## src/rtl/sar_readout_pkg.sv

```systemverilog
package sar_readout_pkg;

  localparam int unsigned RES_W  = 16;
  localparam int unsigned HALF_W = RES_W / 2;

  typedef enum logic [1:0] {
    ST_START = 2'd0,
    ST_ACQ   = 2'd1,
    ST_CONV  = 2'd2,
    ST_HOLD  = 2'd3
  } seq_state_t;

  // Whole clock cycles needed to cover a delay in ns (at least one).
  function automatic int unsigned cycles_for(input int unsigned delay_ns,
                                             input int unsigned period_ns);
    int unsigned c;
    c = (delay_ns + period_ns - 1) / period_ns;
    return (c == 0) ? 1 : c;
  endfunction

  // Port lane arrangement: upper_only moves the low half up, fills low lines with ones.
  function automatic logic [RES_W-1:0] lane_select(input logic [RES_W-1:0] res,
                                                   input logic upper_only);
    logic [RES_W-1:0] v;
    if (upper_only) v = {res[HALF_W-1:0], {HALF_W{1'b1}}};
    else            v = res;
    return v;
  endfunction

endpackage

```

## src/rtl/sar_edge_detect.sv

```systemverilog
module sar_edge_detect #(
  parameter int unsigned N = 2
) (
  input  logic         clk,
  input  logic         rst_n,
  input  logic [N-1:0] lines_n,
  output logic [N-1:0] fell
);

  logic [N-1:0] prev_q;

  always_ff @(posedge clk or negedge rst_n) begin
    if (!rst_n) prev_q <= '1;
    else        prev_q <= lines_n;
  end

  for (genvar i = 0; i < N; i++) begin : g_line
    assign fell[i] = prev_q[i] & ~lines_n[i];
  end

endmodule

```

## src/rtl/sar_conv_seq.sv

```systemverilog
module sar_conv_seq
  import sar_readout_pkg::*;
#(
  parameter int unsigned START_CYC = 2,
  parameter int unsigned CONV_CYC  = 8
) (
  input  logic             clk,
  input  logic             rst_n,
  input  logic             convst_fell,
  input  logic             cs_fell,
  input  logic             cs_n,
  input  logic [RES_W-1:0] sample_code,
  output logic             busy,
  output logic             acq,
  output logic [RES_W-1:0] result
);

  localparam int unsigned MAX_CYC = (START_CYC > CONV_CYC) ? START_CYC : CONV_CYC;
  localparam int unsigned CNT_W   = $clog2(MAX_CYC + 1);
  localparam logic [CNT_W-1:0] START_LAST = CNT_W'(START_CYC - 1);
  localparam logic [CNT_W-1:0] CONV_LAST  = CNT_W'(CONV_CYC - 1);

  seq_state_t       state_q;
  logic [CNT_W-1:0] cnt_q;
  logic [RES_W-1:0] result_q;

  // Named internal events
  logic abort_evt;
  logic conv_done;
  logic conv_start;

  assign abort_evt  = (state_q == ST_CONV) && (cs_fell || (convst_fell && !cs_n));
  assign conv_done  = (state_q == ST_CONV) && (cnt_q == CONV_LAST) && !abort_evt;
  assign conv_start = (state_q == ST_ACQ) && convst_fell;

  always_ff @(posedge clk or negedge rst_n) begin
    if (!rst_n) begin
      state_q  <= ST_START;
      cnt_q    <= '0;
      result_q <= '0;
    end else begin
      unique case (state_q)
        ST_START: begin
          if (cnt_q == START_LAST) begin
            state_q <= ST_ACQ;
            cnt_q   <= '0;
          end else begin
            cnt_q <= cnt_q + 1'b1;
          end
        end
        ST_ACQ: begin
          if (conv_start) begin
            state_q <= ST_CONV;
            cnt_q   <= '0;
          end
        end
        ST_CONV: begin
          if (abort_evt) begin
            state_q  <= ST_START;
            cnt_q    <= '0;
            result_q <= '0;
          end else if (conv_done) begin
            result_q <= sample_code;
            state_q  <= cs_n ? ST_HOLD : ST_ACQ;
            cnt_q    <= '0;
          end else begin
            cnt_q <= cnt_q + 1'b1;
          end
        end
        ST_HOLD: begin
          if (cs_fell) state_q <= ST_ACQ;
        end
        default: state_q <= ST_START;
      endcase
    end
  end

  assign busy   = (state_q == ST_CONV);
  assign acq    = (state_q == ST_ACQ);
  assign result = result_q;


  abort_clear_chk: assert property (@(posedge clk) disable iff (!rst_n)
    abort_evt |=> (!busy && result == '0));


  done_load_chk: assert property (@(posedge clk) disable iff (!rst_n)
    conv_done |=> (!busy && result == $past(sample_code)));


  cs_high_ignore_chk: assert property (@(posedge clk) disable iff (!rst_n)
    (busy && convst_fell && cs_n && !cs_fell && !conv_done) |=> busy);


  start_busy_chk: assert property (@(posedge clk) disable iff (!rst_n)
    conv_start |=> busy);


  acq_entry_chk: assert property (@(posedge clk) disable iff (!rst_n)
    $rose(acq) |-> ($past(state_q) != ST_CONV || !$past(cs_n)));

endmodule

```

## src/rtl/sar_bus_mux.sv

```systemverilog
module sar_bus_mux
  import sar_readout_pkg::*;
(
  input  logic             cs_n,
  input  logic             rd_n,
  input  logic             byte_sel,
  input  logic [RES_W-1:0] result,
  output logic [RES_W-1:0] bus_out,
  output logic             bus_oe
);

  always_comb begin
    bus_oe  = ~cs_n & ~rd_n;
    bus_out = bus_oe ? lane_select(result, byte_sel) : '0;
  end

endmodule

```

## src/rtl/sar_readout_ctrl.sv

```systemverilog
module sar_readout_ctrl
  import sar_readout_pkg::*;
#(
  parameter int unsigned CLK_PERIOD_NS  = 10,
  parameter int unsigned START_DELAY_NS = 20,
  parameter int unsigned CONV_CYCLES    = 8
) (
  input  logic             clk,
  input  logic             rst_n,
  input  logic             convst_n,
  input  logic             cs_n,
  input  logic             rd_n,
  input  logic             byte_sel,
  input  logic [RES_W-1:0] sample_code,
  output logic [RES_W-1:0] bus_out,
  output logic             bus_oe,
  output logic             busy,
  output logic             acq
);

  localparam int unsigned START_CYC = cycles_for(START_DELAY_NS, CLK_PERIOD_NS);

  logic [1:0]       fell;
  logic             convst_fell;
  logic             cs_fell;
  logic [RES_W-1:0] result;

  sar_edge_detect #(.N(2)) u_edges (
    .clk     (clk),
    .rst_n   (rst_n),
    .lines_n ({cs_n, convst_n}),
    .fell    (fell)
  );

  assign convst_fell = fell[0];
  assign cs_fell     = fell[1];

  sar_conv_seq #(
    .START_CYC (START_CYC),
    .CONV_CYC  (CONV_CYCLES)
  ) u_seq (
    .clk         (clk),
    .rst_n       (rst_n),
    .convst_fell (convst_fell),
    .cs_fell     (cs_fell),
    .cs_n        (cs_n),
    .sample_code (sample_code),
    .busy        (busy),
    .acq         (acq),
    .result      (result)
  );

  sar_bus_mux u_mux (
    .cs_n     (cs_n),
    .rd_n     (rd_n),
    .byte_sel (byte_sel),
    .result   (result),
    .bus_out  (bus_out),
    .bus_oe   (bus_oe)
  );


  bus_idle_chk: assert property (@(posedge clk) disable iff (!rst_n)
    (cs_n || rd_n) |-> (!bus_oe && bus_out == '0));


  low_fill_chk: assert property (@(posedge clk) disable iff (!rst_n)
    (bus_oe && byte_sel) |-> (bus_out[HALF_W-1:0] == '1));


  phase_excl_chk: assert property (@(posedge clk) disable iff (!rst_n)
    !(busy && acq));

endmodule

```

## config.mk

```make
export PLATFORM = sky130hd
export DESIGN_NAME = sar_readout_ctrl
export DESIGN_NICKNAME = d
export VERILOG_FILES = /design/src/rtl/sar_readout_pkg.sv /design/src/rtl/sar_edge_detect.sv /design/src/rtl/sar_conv_seq.sv /design/src/rtl/sar_bus_mux.sv /design/src/rtl/sar_readout_ctrl.sv
export SDC_FILE = /design/constraint.sdc
export NUM_CORES = 1
export LEC_CHECK = 0
export ABC_AREA = 1
export BUFFER_PORTS_ARGS = -buffer_cell sky130_fd_sc_hd__buf_2
export CORE_MARGIN = 10
export CORE_UTILIZATION = 54
export CTS_BUF_LIST = sky130_fd_sc_hd__clkbuf_4
export CTS_CLUSTER_DIAMETER = 60
export DETAILED_ROUTE_END_ITERATION = 10
export PLACE_DENSITY = 0.82
export REMOVE_ABC_BUFFERS = 1
export SLEW_MARGIN = 40
export SYNTH_ARGS = -nofsm -noshare
export SYNTH_HDL_FRONTEND = slang
export SYNTH_HIERARCHICAL = 1
export SYNTH_SLANG_ARGS = --single-unit
```

## constraint.sdc

```tcl
create_clock -name clk -period 2.01 [get_ports clk]
set_clock_uncertainty 0.05 [all_clocks]
set_input_delay 0.3015 -clock clk [delete_from_list [all_inputs] [get_ports clk]]
set_output_delay 0.3015 -clock clk [all_outputs]
set_load 0.05 [all_outputs]
```

* Yosys cells after proc, flatten, opt, wreduce, memory -nomap -nowiden
Index checks and enable logic that the tools add are counted.
** Cells by class
- Add/sub/neg operators :: 1
- Equal/unequal tests :: 9
- Mux-type cells :: 16
- Bitwise operators :: 6
- Reductions and logical operators :: 14
** Operator list (count)
- 16-bit two-way mux :: 4
- 4-bit two-way mux :: 4
- 2-bit two-way mux :: 6
- 4-bit one-hot mux with 3 select lines :: 1
- 2-bit one-hot mux with 4 select lines :: 1
- 2-bit by 1-bit != test with 1-bit output (second input constant) :: 3
- 1-bit logical AND :: 5
- 4-bit by 1-bit adder with 4-bit output (second input constant) :: 1
- 2-bit == test (second input constant) :: 2
- 4-bit by 1-bit == test with 1-bit output (second input constant) :: 1
- 4-bit by 3-bit == test with 1-bit output (second input constant) :: 1
- 2-bit AND reduction :: 2
- 4-bit AND reduction :: 1
- 1-bit bitwise AND :: 3
- 3-bit by 1-bit != test with 1-bit output (second input constant) :: 1
- 1-bit NOT :: 3
- 3-bit nonzero test :: 1
- 2-bit by 1-bit == test with 1-bit output (second input constant) :: 1
- 1-bit zero test :: 2
- 2-bit zero test :: 1
- 2-bit nonzero test :: 1
- 1-bit logical OR :: 1
** Storage, ports and cells
- Flip-flop bits (word level) :: 24
- Word-level logic and storage cells :: 50

* Logic depth before layout (Yosys ltp)
- Depth after elaboration :: 10
- Mapped depth :: 12

* Cells and area by module
Netlist, hierarchy kept.
** By module, submodules not included
- sar_conv_seq :: instances 1, cells each 146, area an instance 1192.4 um^2, sequential area each 550.5 um^2
- sar_bus_mux :: instances 1, cells each 55, area an instance 259.0 um^2, sequential area each 0.0 um^2
- sar_edge_detect :: instances 1, cells each 6, area an instance 72.6 um^2, sequential area each 52.6 um^2

* Worst setup path after synthesis
Ideal clock, no wire load.
- Kind :: flip-flop to flip-flop
- Start point :: reg u_seq.state_q[0]
- End point :: reg u_seq.result_q[0] (netlist: u_seq/result[0])
- Setup time :: 0.117 ns
- Arrival time :: 1.715 ns
- Slack :: 0.128 ns
- Stages on the path, launching flop included :: 9
- Clock period less this slack :: 1.882 ns
- Path through :: dfrtp_1 inv_1 ha_1 nand2_2 nor2_4 inv_2 buf_6 nand3_1 nand2_1
** Between the ends
- Cells in the longest elaborated chain, start to end :: 6
- Elaborated cells between the ends (all ways) :: 8
- Those cells by class :: eq/ne (1); mux (1); reduce/logical (6)
** RTL lines
- start, declared :: line sar_conv_seq.sv:23 : seq_state_t state_q;
- start signal, assigned :: line sar_conv_seq.sv:64 : state_q <= cs_n ? ST_HOLD : ST_ACQ;
- 2-bit == test *
- net busy :: line sar_readout_ctrl.sv:17 : output logic busy,
- 1-bit logical AND :: line sar_conv_seq.sv:32 : assign abort_evt = (state_q == ST_CONV) && (cs_fell || (convst_fell && !cs_n));
- 1-bit zero test :: line sar_conv_seq.sv:33 : assign conv_done = (state_q == ST_CONV) && (cnt_q == CONV_LAST) && !abort_evt;
- 1-bit logical AND :: line sar_conv_seq.sv:33
- 2-bit nonzero test (no line)
- 2-bit AND reduction (no line)
- end signal, assigned :: line sar_conv_seq.sv:63 : result_q <= sample_code;
- end, declared :: line sar_conv_seq.sv:25 : logic [RES_W-1:0] result_q;
The timed path passes the listed nets; every way through them passes the cells marked *.
A chain may end at the register's enable or synchronous reset.

* Worst setup path in the final report
- Start point :: reg u_seq.state_q[0]
- End point :: out busy
** Between the ends
- Cells in the longest elaborated chain, start to end :: 1
** RTL lines
- 2-bit == test :: line sar_conv_seq.sv:78 : assign busy = (state_q == ST_CONV);
- end, declared :: line sar_readout_ctrl.sv:17
No other way between the ends.

==> impl_metrics.py <==
metrics = {
    "critical_path": {
        "path_cells": "inv_1 -> ha_1 -> buf_2",
        "path_delay_family": "buffers and inverters",
        "arrival_ns": 1.48,
        "critPathMaxFanout": 7,
        "max_stage_delay_ns": 0.42,
        "start_kind": "flip-flop",
        "cp_num_buf_inv": 2,
        "setup.worst_path.end_class": "output port",
        "cp.required_ns": 1.66,
        "worst_path_max_delay_cell": "dfrtp_1",
        "path_class": "flip-flop to output port",
    },
    "floorplan": {
        "dieArea_um2": 5350,
        "die-width_um": 73.1,
        "die_height_um": 73.1,
        "coreArea_um2": 2730,
        "initial_core_util_pct": 55.7,
        "rows": 19,
        "pin_count": 41,
    },
    "finish": {
        "stdcell_count": 279,
        "area_growth_pct": 15.4,
        "drive_gt1_share_pct": 23.8,
        "n_antenna_cell": 0,
        "nNetsFinal": 278,
        "nFillCells": 277,
    },
    "synthesis": {
        "ys_types": 22,
        "syn_inst": 207,
        "synth_fa_ha_area_share_pct": 5.75,
        "synth_top_family_by_area": "simple AND/OR/NAND/NOR gates",
        "ys_seq_elements": 24,
        "syn_area_um2": 1520,
        "avgSynthCellArea_um2": 7.36,
        "yosys.area_share.simple_pct": 36.9,
        "muxShareOfSynthArea_pct": 0,
        "synth_compound_area_share_pct": 5.83,
        "yosysSeqAreaShare_pct": 39.6,
        "ys.warnings.count": 6,
        "synthXorXnorAreaFrac_pct": 0.575,
    },
    "timing": {
        "maxSlewViolCount": 0,
        "fin_crit_ns": 1.83,
        "fin_crit_sh_pct": 91.0,
        "finalSetupTns_ns": 0,
        "worst_slew_pin_slew_ns": 0.526,
        "slew_headroom_pct": 65.0,
        "fmax_ghz": 0.547,
        "fin_ws_ns": 0.181,
        "setup_viol": 0,
        "rsz0062_at_grt": "no",
        "finalHoldViolCount": 0,
    },
    "global_route": {
        "grt_max_degree": 25,
        "grt_use_total_pct": 13.0,
        "grt_pass1_vias": 1349,
        "overflow": 0,
        "grt_pass1_wl_mm": 5.78,
        "antenna_found_initial": 0,
    },
    "clock_tree": {
        "cts_buffers": 3,
        "clockBufferDepth": 2,
        "clk_pin_slew_ns": 0.12,
        "cts-root-buf": "clkbuf_4",
        "cts_tree": "yes",
        "htreeDepth": 1,
        "clock_latency_ns": 0.31,
        "postCtsResizedCells": 0,
        "cts_sinks": 24,
        "post_cts_buffers": 0,
    },
    "pwr": {
        "power_density_nw_per_um2": 811,
        "power_mw": 1.43,
        "p_leak_nw": 1.04,
        "ir_drop_v": 0.000656,
    },
    "hold_path": {
        "hold_class": "input port to flip-flop",
    },
    "drt": {
        "drt_wl_total_mm": 3.54,
        "drtAntennaViolNets": 0,
        "vias_per_cell": 5.06,
        "drt-initial-drc-count": 162,
        "drc": 0,
        "drt-wirelength-per-cell_um": 12.7,
        "vias": 1411,
        "first_pass_iters": 4,
    },
    "placed_design": {
        "dpl_worst_slack_ns": 0.420,
        "dp.final_hpwl_mm": 2.67,
        "portBuffers": 40,
        "gp_congestion": 0.799,
        "dp.cells": 274,
    },
    "flow_run": {
        "maxCapViolCount": 0,
    },
    "run_status": {
        "outcome": "complete, no violations",
    },
}
[stage by stage]
step / hold WS (ns) / instance area [um^2] / util (%)
6_report: 0.0381 / 1760 / 64.3
5_1_grt: 0.0244 / 1760 / 64.3
4_1_cts: 0.0299 / 1760 / 64.3
3_5_place_dp: 0.266 / 1720 / 63.0
3_3_place_gp: 0.264 / 1720 / 63.0
2_1_floorplan: -0.0441 / 1470 / -
[metal layers]
layer	vias up	wire length (um)	track usage (%)
met5	-	0	0
met4	0	39	5.70
met1	643	1500	14.5
li1	729	-	-
met3	4	278	3.95
met2	35	1720	22.3
[sequential cells by signal (all words and copies together), names as in the netlist]
signal	count
u_seq/result	16
u_seq/cnt_q	4
u_edges/prev_q	2
u_seq/state_q	2
[kinds of logic after synthesis]
| kind of cell | Yosys count |
|---|---|
| fa+ha+maj | 7 |
| xor+xnor | 1 |
| buf+inv | 37 |
| simple gates | 123 |
| flops | 24 |
| compound gates | 15 |
[report_power, final]
part / leakage, nW / internal, mW / switching [mW]
sequential: 0.324 / 0.533 / 0.0475
clock: 0.0154 / 0.0727 / 0.145
combinational: 0.696 / 0.197 / 0.430
total: 1.04 / 0.803 / 0.622
[repair_timing]
item                                   CTS  global route
hold buffers                             1             0
endpoints found under the hold margin   22             0
setup endpoints to repair                0             0
[area by class of cell]
type | instances | area, um^2 | share of cell area [%]
inverter | 31 | 116 | 6.62
tap | 31 | 38.8 | 2.21
clock inverter | 1 | 3.75 | 0.214
timing repair buffer | 43 | 225 | 12.8
multi-input combinational | 146 | 748 | 42.6
sequential | 24 | 603 | 34.3
clock buffer | 3 | 22.5 | 1.28
[cells in the mapped netlist (all sizes together)]
| cell type | instances | area (um^2) |
|---|---|---|
| dfstp | 2 | 52.6 |
| nand3 | 40 | 200 |
| nor2 | 26 | 134 |
| nand4 | 1 | 6.26 |
| buf | 5 | 52.5 |
| o21bai | 1 | 7.51 |
| dfrtp | 22 | 551 |
| ha | 7 | 87.6 |
| a21oi | 9 | 56.3 |
| o21ai | 5 | 25.0 |
| inv | 31 | 116 |
| clkbuf | 1 | 3.75 |
| nand2 | 56 | 223 |
| xor2 | 1 | 8.76 |
[cells in the final DEF, fill, tap and decap left out]
| cell | count |
|---|---|
| nand2_1 | 51 |
| buf_2 | 40 |
| nand3_1 | 40 |
| inv_1 | 30 |
| dfrtp_1 | 22 |
| nor2_1 | 21 |
| a21oi_1 | 8 |
| ha_1 | 7 |
| nand2_2 | 5 |
| o21ai_0 | 5 |
| clkbuf_4 | 3 |
| nor2_2 | 2 |
| dfstp_2 | 2 |
| nor2_4 | 2 |
| buf_4 | 2 |
| clkinv_1 | 1 |
| dlygate4sd3_1 | 1 |
| nor2_8 | 1 |
| a21oi_4 | 1 |
| inv_2 | 1 |
| nand4_1 | 1 |
| o21bai_1 | 1 |
| xor2_1 | 1 |
[final timing paths]
check                                             startpoint                           end  slack (ns)  cells after the start
worst max-delay path            u_seq/state_q[0]$_DFFE_PN0P_                          busy        0.18                      3
worst min-delay path                                convst_n   u_edges/prev_q[0]$_DFF_PN1_        0.04                      1
worst max register to register  u_seq/state_q[0]$_DFFE_PN0P_  u_seq/state_q[0]$_DFFE_PN0P_        0.38                      6
worst min register to register   u_seq/result[4]$_DFFE_PN0P_   u_seq/result[4]$_DFFE_PN0P_        0.46                      2
max in group asynchronous                              rst_n   u_edges/prev_q[1]$_DFF_PN1_        1.11                      2
min in group asynchronous                              rst_n  u_seq/result[11]$_DFFE_PN0P_        0.42                      2
Power figures use the tool's default switching activity.
